$ cat src/rtl/sfx_pkg.sv
// Shared constants and types for the dual-mode serial transmitter.
// Assumes at most 9 asynchronous data bits, one parity bit and two stop bits.
package sfx_pkg;
    localparam int DATA_W  = 9;
    localparam int MIN_W   = 5;
    localparam int SPI_W   = 8;
    localparam int FRAME_W = 1 + DATA_W + 1 + 2;
    localparam int LEN_W   = $clog2(FRAME_W + 1);

    typedef enum logic {
        MODE_ASYNC = 1'b0,
        MODE_SPI   = 1'b1
    } mode_e;
endpackage

$ cat src/rtl/sfx_baud.sv
// Bit-time tick generator: pulses tick every div clocks while run is high.
// Assumes restart is asserted on the edge where a new frame is loaded; div=0 acts as 1.
module sfx_baud #(
    parameter int DIV_W = 16
) (
    input  logic             clk,
    input  logic             rst_n,
    input  logic             run,
    input  logic             restart,
    input  logic [DIV_W-1:0] div,
    output logic             tick
);
    logic [DIV_W-1:0] cnt;
    logic [DIV_W-1:0] lim;

    // Terminal count of the divider.
    always_comb lim = (div == '0) ? '0 : div - 1'b1;

    // One-clock pulse at the end of each period.
    always_comb tick = run && (cnt == lim);

    // Period counter, cleared on restart or while stopped.
    always_ff @(posedge clk) begin
        if (!rst_n || restart || !run) cnt <= '0;
        else if (cnt == lim)           cnt <= '0;
        else                           cnt <= cnt + 1'b1;
    end
endmodule

$ cat src/rtl/sfx_framer.sv
// Combinational frame builder: lays out the bits of one character in send order
// (index 0 goes first) and reports the bit count. Unused upper positions are 1.
// Assumes width outside 5..9 is clamped to the nearest legal value.
module sfx_framer
    import sfx_pkg::*;
(
    input  mode_e                mode,
    input  logic [3:0]           width,
    input  logic                 par_en,
    input  logic                 par_odd,
    input  logic                 two_stop,
    input  logic                 msb_first,
    input  logic [DATA_W-1:0]    data,
    output logic [FRAME_W-1:0]   bits,
    output logic [LEN_W-1:0]     len
);
    logic [3:0]         w_eff;
    logic [DATA_W-1:0]  mask;
    logic [FRAME_W-1:0] dext;
    logic               par_bit;

    // Clamp width, mask data and form the parity bit.
    always_comb begin
        w_eff = width;
        if (width < 4'(MIN_W))       w_eff = 4'(MIN_W);
        else if (width > 4'(DATA_W)) w_eff = 4'(DATA_W);
        for (int i = 0; i < DATA_W; i++) mask[i] = (i < int'(w_eff));
        par_bit = (^(data & mask)) ^ par_odd;
        dext    = FRAME_W'(data);
    end

    // Place start, data, parity and stop bits (or the SPI byte) in send order.
    always_comb begin
        bits = '1;
        if (mode == MODE_SPI) begin
            for (int i = 0; i < SPI_W; i++)
                bits[i] = msb_first ? data[SPI_W-1-i] : data[i];
            len = LEN_W'(SPI_W);
        end else begin
            for (int p = 0; p < FRAME_W; p++) begin
                if (p == 0)                                 bits[p] = 1'b0;
                else if (p <= int'(w_eff))                  bits[p] = dext[p-1];
                else if (p == int'(w_eff) + 1 && par_en)    bits[p] = par_bit;
            end
            len = LEN_W'(int'(w_eff) + 2 + int'(par_en) + int'(two_stop));
        end
    end
endmodule

$ cat src/rtl/frame_serializer.sv
// Dual-mode serial transmitter: asynchronous character frames or master SPI bytes
// over one shift register and one output pin. Configuration is captured at word
// acceptance; a new word may be taken in the final clock of the current frame.
// Assumes a synchronous active-low reset and static-per-frame configuration.
module frame_serializer
    import sfx_pkg::*;
#(
    parameter int DIV_W = 16
) (
    input  logic              clk,
    input  logic              rst_n,
    input  logic              en,
    input  logic              cfg_mode,
    input  logic [3:0]        cfg_width,
    input  logic              cfg_par_en,
    input  logic              cfg_par_odd,
    input  logic              cfg_two_stop,
    input  logic              cfg_msb_first,
    input  logic [DIV_W-1:0]  cfg_div,
    input  logic [DATA_W-1:0] in_data,
    input  logic              in_valid,
    output logic              in_ready,
    output logic              tx_line,
    output logic              spi_clk,
    output logic              busy
);
    logic [FRAME_W-1:0] fr_bits;
    logic [LEN_W-1:0]   fr_len;
    logic [FRAME_W-1:0] shreg;
    logic [LEN_W-1:0]   left;
    logic               phase;
    mode_e              mode_q;
    logic [DIV_W-1:0]   div_q;
    logic               tick;
    logic               bit_end;
    logic               last;
    logic               take;

    sfx_framer u_framer (
        .mode      (mode_e'(cfg_mode)),
        .width     (cfg_width),
        .par_en    (cfg_par_en),
        .par_odd   (cfg_par_odd),
        .two_stop  (cfg_two_stop),
        .msb_first (cfg_msb_first),
        .data      (in_data),
        .bits      (fr_bits),
        .len       (fr_len)
    );

    sfx_baud #(.DIV_W(DIV_W)) u_baud (
        .clk     (clk),
        .rst_n   (rst_n),
        .run     (busy),
        .restart (take),
        .div     (div_q),
        .tick    (tick)
    );

    // End of a bit, end of the frame, and handshake.
    always_comb begin
        bit_end  = tick && (mode_q == MODE_ASYNC || phase);
        last     = busy && bit_end && (left == LEN_W'(1));
        in_ready = en && (!busy || last);
        take     = in_valid && in_ready;
    end

    // Frame sequencing: load, shift per bit, SPI half-period phase, finish.
    always_ff @(posedge clk) begin
        if (!rst_n) begin
            busy   <= 1'b0;
            shreg  <= '1;
            left   <= '0;
            phase  <= 1'b0;
            mode_q <= MODE_ASYNC;
            div_q  <= '0;
        end else if (!en) begin
            busy  <= 1'b0;
            phase <= 1'b0;
        end else if (take) begin
            busy   <= 1'b1;
            shreg  <= fr_bits;
            left   <= fr_len;
            phase  <= 1'b0;
            mode_q <= mode_e'(cfg_mode);
            div_q  <= cfg_div;
        end else if (busy && tick) begin
            if (mode_q == MODE_SPI && !phase) begin
                phase <= 1'b1;
            end else begin
                phase <= 1'b0;
                if (left == LEN_W'(1)) begin
                    busy <= 1'b0;
                end else begin
                    shreg <= {1'b1, shreg[FRAME_W-1:1]};
                    left  <= left - 1'b1;
                end
            end
        end
    end

    // Pin drive: idle high, forced high when disabled; clock high in second half.
    always_comb begin
        tx_line = (en && busy) ? shreg[0] : 1'b1;
        spi_clk = en && busy && (mode_q == MODE_SPI) && phase;
    end
endmodule

$ cat config.mk
export PLATFORM = sky130hd
export DESIGN_NAME = frame_serializer
export DESIGN_NICKNAME = d
export VERILOG_FILES = /design/src/rtl/sfx_pkg.sv /design/src/rtl/sfx_baud.sv /design/src/rtl/sfx_framer.sv /design/src/rtl/frame_serializer.sv
export SDC_FILE = /design/constraint.sdc
export NUM_CORES = 1
export LEC_CHECK = 0
export BUFFER_PORTS_ARGS = -buffer_cell sky130_fd_sc_hd__clkbuf_2
export CORE_MARGIN = 2
export CORE_UTILIZATION = 63
export DETAILED_ROUTE_END_ITERATION = 6
export PLACE_DENSITY = 0.87
export RECOVER_POWER = 25
export SETUP_SLACK_MARGIN = 0.3
export SYNTH_ARGS = -nofsm -noshare
export SYNTH_HDL_FRONTEND = slang
export SYNTH_SLANG_ARGS = --single-unit
$ cat constraint.sdc
create_clock -name clk -period 4.97 [get_ports clk]
set_input_delay 0.994 -clock clk [delete_from_list [all_inputs] [get_ports clk]]
set_output_delay 0.994 -clock clk [all_outputs]
set_load 0.02 [all_outputs]
* Word-level counts from Yosys, hierarchy flattened *
Cells that the tools add are included.

cells by class
  equality and inequality tests = 16
  mux-type cells = 52
  $lt $le $gt $ge = 23
  bitwise gates (word level) = 5
  add/subtract/negate cells = 7
  reductions and logical operators = 40

operator list
  kind                                                                             number
  5-bit by 32-bit == test with 1-bit output, first input constant                  5
  4-bit by 32-bit == test with 1-bit output, first input constant                  4
  3-bit by 32-bit == test with 1-bit output, first input constant                  2
  13-bit 2-to-1 mux                                                                4
  1-bit 2-to-1 mux                                                                 38
  2-bit by 32-bit == test with 1-bit output, first input constant                  1
  4-bit 2-to-1 mux                                                                 7
  1-bit logical AND                                                                23
  4-bit less-or-equal comparator, first input constant                             5
  16-bit by 1-bit adder with 16-bit output, second input constant                  1
  16-bit == test                                                                   1
  3-bit by 4-bit less-or-equal comparator with 1-bit output, first input constant  4
  16-bit zero test                                                                 1
  3-bit by 4-bit less-than comparator with 1-bit output, first input constant      4
  16-bit 2-to-1 mux                                                                1
  16-bit by 1-bit subtractor with 16-bit output, second input constant             1
  9-bit AND                                                                        1
  9-bit XOR reduction                                                              1
  4-bit by 2-bit adder with 4-bit output                                           2
  2-bit by 4-bit less-or-equal comparator with 1-bit output, first input constant  2
  1-bit by 4-bit less-than comparator with 1-bit output, first input constant      2
  2-bit by 4-bit less-than comparator with 1-bit output, first input constant      2
  8-bit 2-to-1 mux                                                                 1
  4-bit by 1-bit adder with 5-bit output, second input constant                    1
  other kinds (19)                                                                 29

word-level totals
  register bits = 52
  output and inout port bits = 4
  input bits = 38
  word-level logic and storage cells = 150

* Depth between registers and ports, before layout *
  depth in word-level cells = 13
  mapped depth = 13
  depth with buffers taken out = 11

* By module *
Synthesis repeated with hierarchy kept, for this count alone.

second synthesis, totals
  cells, all modules = 467
  area total of the unflattened synthesis = 3659.8 um^2

by module, submodules not included
  module            seq. area each (um^2)  times used  cells each  area an instance (um^2)
  frame_serializer  720.7                  1           203         1687.9
  sfx_baud          320.3                  1           190         1456.4
  sfx_framer        0.0                    1           74          515.5

* Worst setup path before layout *
No wires, ideal clock.

  kind = reg-to-output
  from = register div_q[3]
  to = output port in_ready
  arrival = 2986 ps
  slack = 990 ps
  required time = 3976 ps
  cell stages (with the launch flop) = 11
  path buffers = 1
  path through = dfxtp_1 -> buf_2 -> or4_4 -> nor3_1 -> xnor2_1 -> a21boi_0 -> o31a_1 -> nor4_1 -> nand2_1 -> o31a_1 -> nor2_1

between the ends
  longest elaborated chain between the ends = 9
  elaborated cells on any way between the ends = 10
  classes of those cells = add/sub (1); eq/ne (1); mux (1); reduce/logical (7)

ends and longest elaborated chain
  element                                                                            line                    text
  start, declared                                                                    frame_serializer.sv:33  logic [DIV_W-1:0] div_q;
  start signal, assigned                                                             frame_serializer.sv:86  div_q <= cfg_div;
  16-bit by 1-bit subtractor with 16-bit output or 16-bit zero test (tied branches)  sfx_baud.sv:17          always_comb lim = (div == '0) ? '0 : div - 1'b1;
  16-bit 2-to-1 mux (*)                                                              sfx_baud.sv:17
  16-bit == test (*)                                                                 sfx_baud.sv:20          always_comb tick = run && (cnt == lim);
  1-bit logical AND (*)                                                              sfx_baud.sv:20
  1-bit logical AND (*)                                                              frame_serializer.sv:62  bit_end = tick && (mode_q == MODE_ASYNC || phase);
  1-bit logical AND (*) (2 in series)                                                frame_serializer.sv:63  last = busy && bit_end && (left == LEN_W'(1));
  1-bit logical OR (*)                                                               frame_serializer.sv:64  in_ready = en && (!busy || last);
  1-bit logical AND (*)                                                              frame_serializer.sv:64
  end, declared                                                                      frame_serializer.sv:22  output logic in_ready,

Mark *: on every way between the ends. The rest lies on a longest branch, timed or not.

* Worst setup path after layout *
  from = register div_q[0]
  to = output port in_ready

The elaborated chain is that of the path after synthesis.

==> impl_metrics.tcl <==
set metrics [dict create \
    clock_skew_ps 13.81 \
    slew_headroom_pct 22.98 \
    finalHoldViolCount 0 \
    dp_hpwl_um 6080 \
    grt_setup_unrepaired "false" \
    endpoint_kind "output pin" \
    r2r_slack_ps 1160 \
    r2r_end "shreg[12]" \
    top_usage_layer "met2" \
    placed_cell_area_sq_um 3747 \
    setup-tns-final_ps 0 \
    ys_types 70 \
    ios 42 \
    cts_buffers 5 \
    utilization_pct 70.28 \
    whs_endpoint "shreg[12]" \
    maxSlewViolCount 0 \
    synth.most_common_cell "nor2_1" \
    power_mw 0.9824 \
    hold_depth 1 \
    gr-total-overflow 0 \
    yosysWarningCount 0 \
    yosys-top-cells-area "dfxtp_1 29%, mux2i_1 8.5%, nor2_1 6.2%, xnor2_1 4.7%, xor2_1 3.5%" \
    synthCells 419 \
    die_w_um 78.91 \
    fin_crit_sh_pct 90.34 \
    rows 27 \
    dp.cells 512 \
    n_antenna_cell 0 \
    insertion_delay_ps 310 \
    die-area_sq_um 6226 \
    core_area_sq_um 5473 \
    holdCritStartpoint "shreg[12]" \
    grt_use_met3_pct 4.205 \
    async_flop_share_pct 0 \
    critPathMaxFanout 8 \
    cts_tree "yes" \
    clock-sinks 52 \
    via_per_inst 6.202 \
    postSynthRegisterBits 52 \
    place_congestion 0.9732 \
    initial_core_util_pct 64.59 \
    dr.pass1.iters 4 \
    final_cells 520 \
    fmax_mhz 222.7 \
    synth-main-ff-cell "dfxtp_1" \
    htreeDepth 2 \
    dpl_worst_slack_ps 747.3 \
    antenna_found_initial 0 \
    syn2layout_area_growth_pct 8.814 \
    synth_edf_count 0 \
    synth-seq-area-share_pct 29.45 \
    clock-root-buffer "clkbuf_8" \
    cts_hold_buf 0 \
    vdd_drop_max_uv 182.9 \
    worstSetupStartpointType "flip-flop" \
    drc 0 \
    grt_pass1_vias 3260 \
    setup_ws_ps 480.2 \
    ant_nets 0 \
    path_class "flip-flop to output pin" \
    path_clk_slew_ps 100 \
    finalCriticalPeriod_ps 4490 \
    reg2reg_from "div_q[5]" \
    final_cell_area_sq_um 3846 \
    fin_nets 491 \
    maxCapViolCount 0 \
    setup_viol 0 \
    arrival_ps 3500 \
    p_leak_nw 1.549 \
    synth_commonest_cells "58 x nor2_1, 52 x dfxtp_1, 30 x mux2i_1" \
    vias 3225 \
    power_density_nw_per_um2 255.4 \
    grt_pass1_wl_um 14200 \
    syn_nets 463 \
    grtUsageMet2_pct 52.22 \
    postSynthAreaPerCell_sq_um 8.436 \
    drive_gt1_share_pct 14.51 \
    cts_buffer_depth 2 \
    synth_top_area_share_pct 29.45 \
    drt-total-wl_um 8280 \
    drt_iter0_drc 177 \
    status "complete, no violations" \
    use_met1_pct 31.76 \
    synth_area_sq_um 3535 \
    reg2reg_depth 10 \
    worst_slew_pin_slew_ps 1155 \
    track_usage_pct 28.03 \
    grt_max_degree 35 \
    io_buffers 41 \
    cp.required_ps 3980 \
    die-height_um 78.91 \
    post_drt_wl_per_cell_um 15.92 \
    yosysTopAreaCell "dfxtp_1" \
    whs_ps 462.8 \
    hp-class "flip-flop to flip-flop" \
]
[repair_timing]
item                       in CTS  in global routing
resized for setup               0                  1
setup endpoints to repair       0                  1
setup buffers                   0                  0
[layout by cell type (no fill, tap or decap), drive strengths merged, types with 9 or more instances in the layout]
cell type,synthesis,layout
nand2,29,29
o21ai,13,13
clkbuf,13,46
dfxtp,52,52
nand3,14,14
xnor2,19,19
inv,16,18
xor2,14,14
a21oi,18,18
mux2i,30,30
nor4,9,9
nor2,58,58
nor3,15,15
[layout make-up]
| cell class | instances | area (sq um) |
|---|---|---|
| Multi-Input combinational cell | 328 | 2341 |
| Fill cell | 460 | 1627 |
| Sequential cell | 52 | 1041 |
| Timing Repair Buffer | 43 | 216.5 |
| Tap cell | 72 | 90.09 |
| Clock buffer | 5 | 68.82 |
| Inverter | 17 | 63.81 |
| Clock inverter | 3 | 25.02 |
[sequential cells by signal (all words and copies together), names as in the netlist]
signal      cells
left            4
u_baud.cnt     16
phase           1
mode_q          1
shreg          13
busy            1
div_q          16
[logic make-up (layout without fill, tap and decap cells)]
logic type	count (synthesis)	after routing	synth area share, %
AO/OA/AOI/OAI	79	79	16.50
XOR/XNOR	36	36	10.09
adder cells (fa/ha/maj)	6	6	2.336
buffers and inverters	39	68	4.814
flip-flops	52	52	29.45
multiplexers	31	31	8.814
AND/OR/NAND/NOR	176	176	28.00
[worst max-delay path, stage by stage (launching register included)]
cell and delay, ps:
dfxtp_1 430, inv_1 80, ha_1 260, nor2b_1 180, and4_1 290, and4b_1 220, nor3_1 220, o2111ai_1 260
nor4_4 500, nand2_1 190, o31a_1 290, nor2_1 90, clkbuf_2 170
[where the power goes]
group          total, mW  switching [mW]  internal (mW)
logic              0.274           0.153          0.121
registers          0.455          0.0231          0.432
clock network      0.253           0.150          0.103
[worst max path at each step]
stage	slack [ps]	from	end
after global routing	240	div_q[0]	in_ready
after CTS	400	div_q[0]	in_ready
final	480	div_q[0]	in_ready
after detailed placement	750	div_q[0]	in_ready
after floorplan	990	div_q[3]	in_ready
after global placement	900	div_q[0]	in_ready
[routing by layer]
| metal | routed length, um | part of all wire, % |
|---|---|---|
| met1 | 3246 | 39 |
| met2 | 4295 | 52 |
| met3 | 483 | 5.8 |
| met4 | 254 | 3.1 |
| met5 | 0 | 0 |
Note: power is estimated with default switching activity, not from simulation.
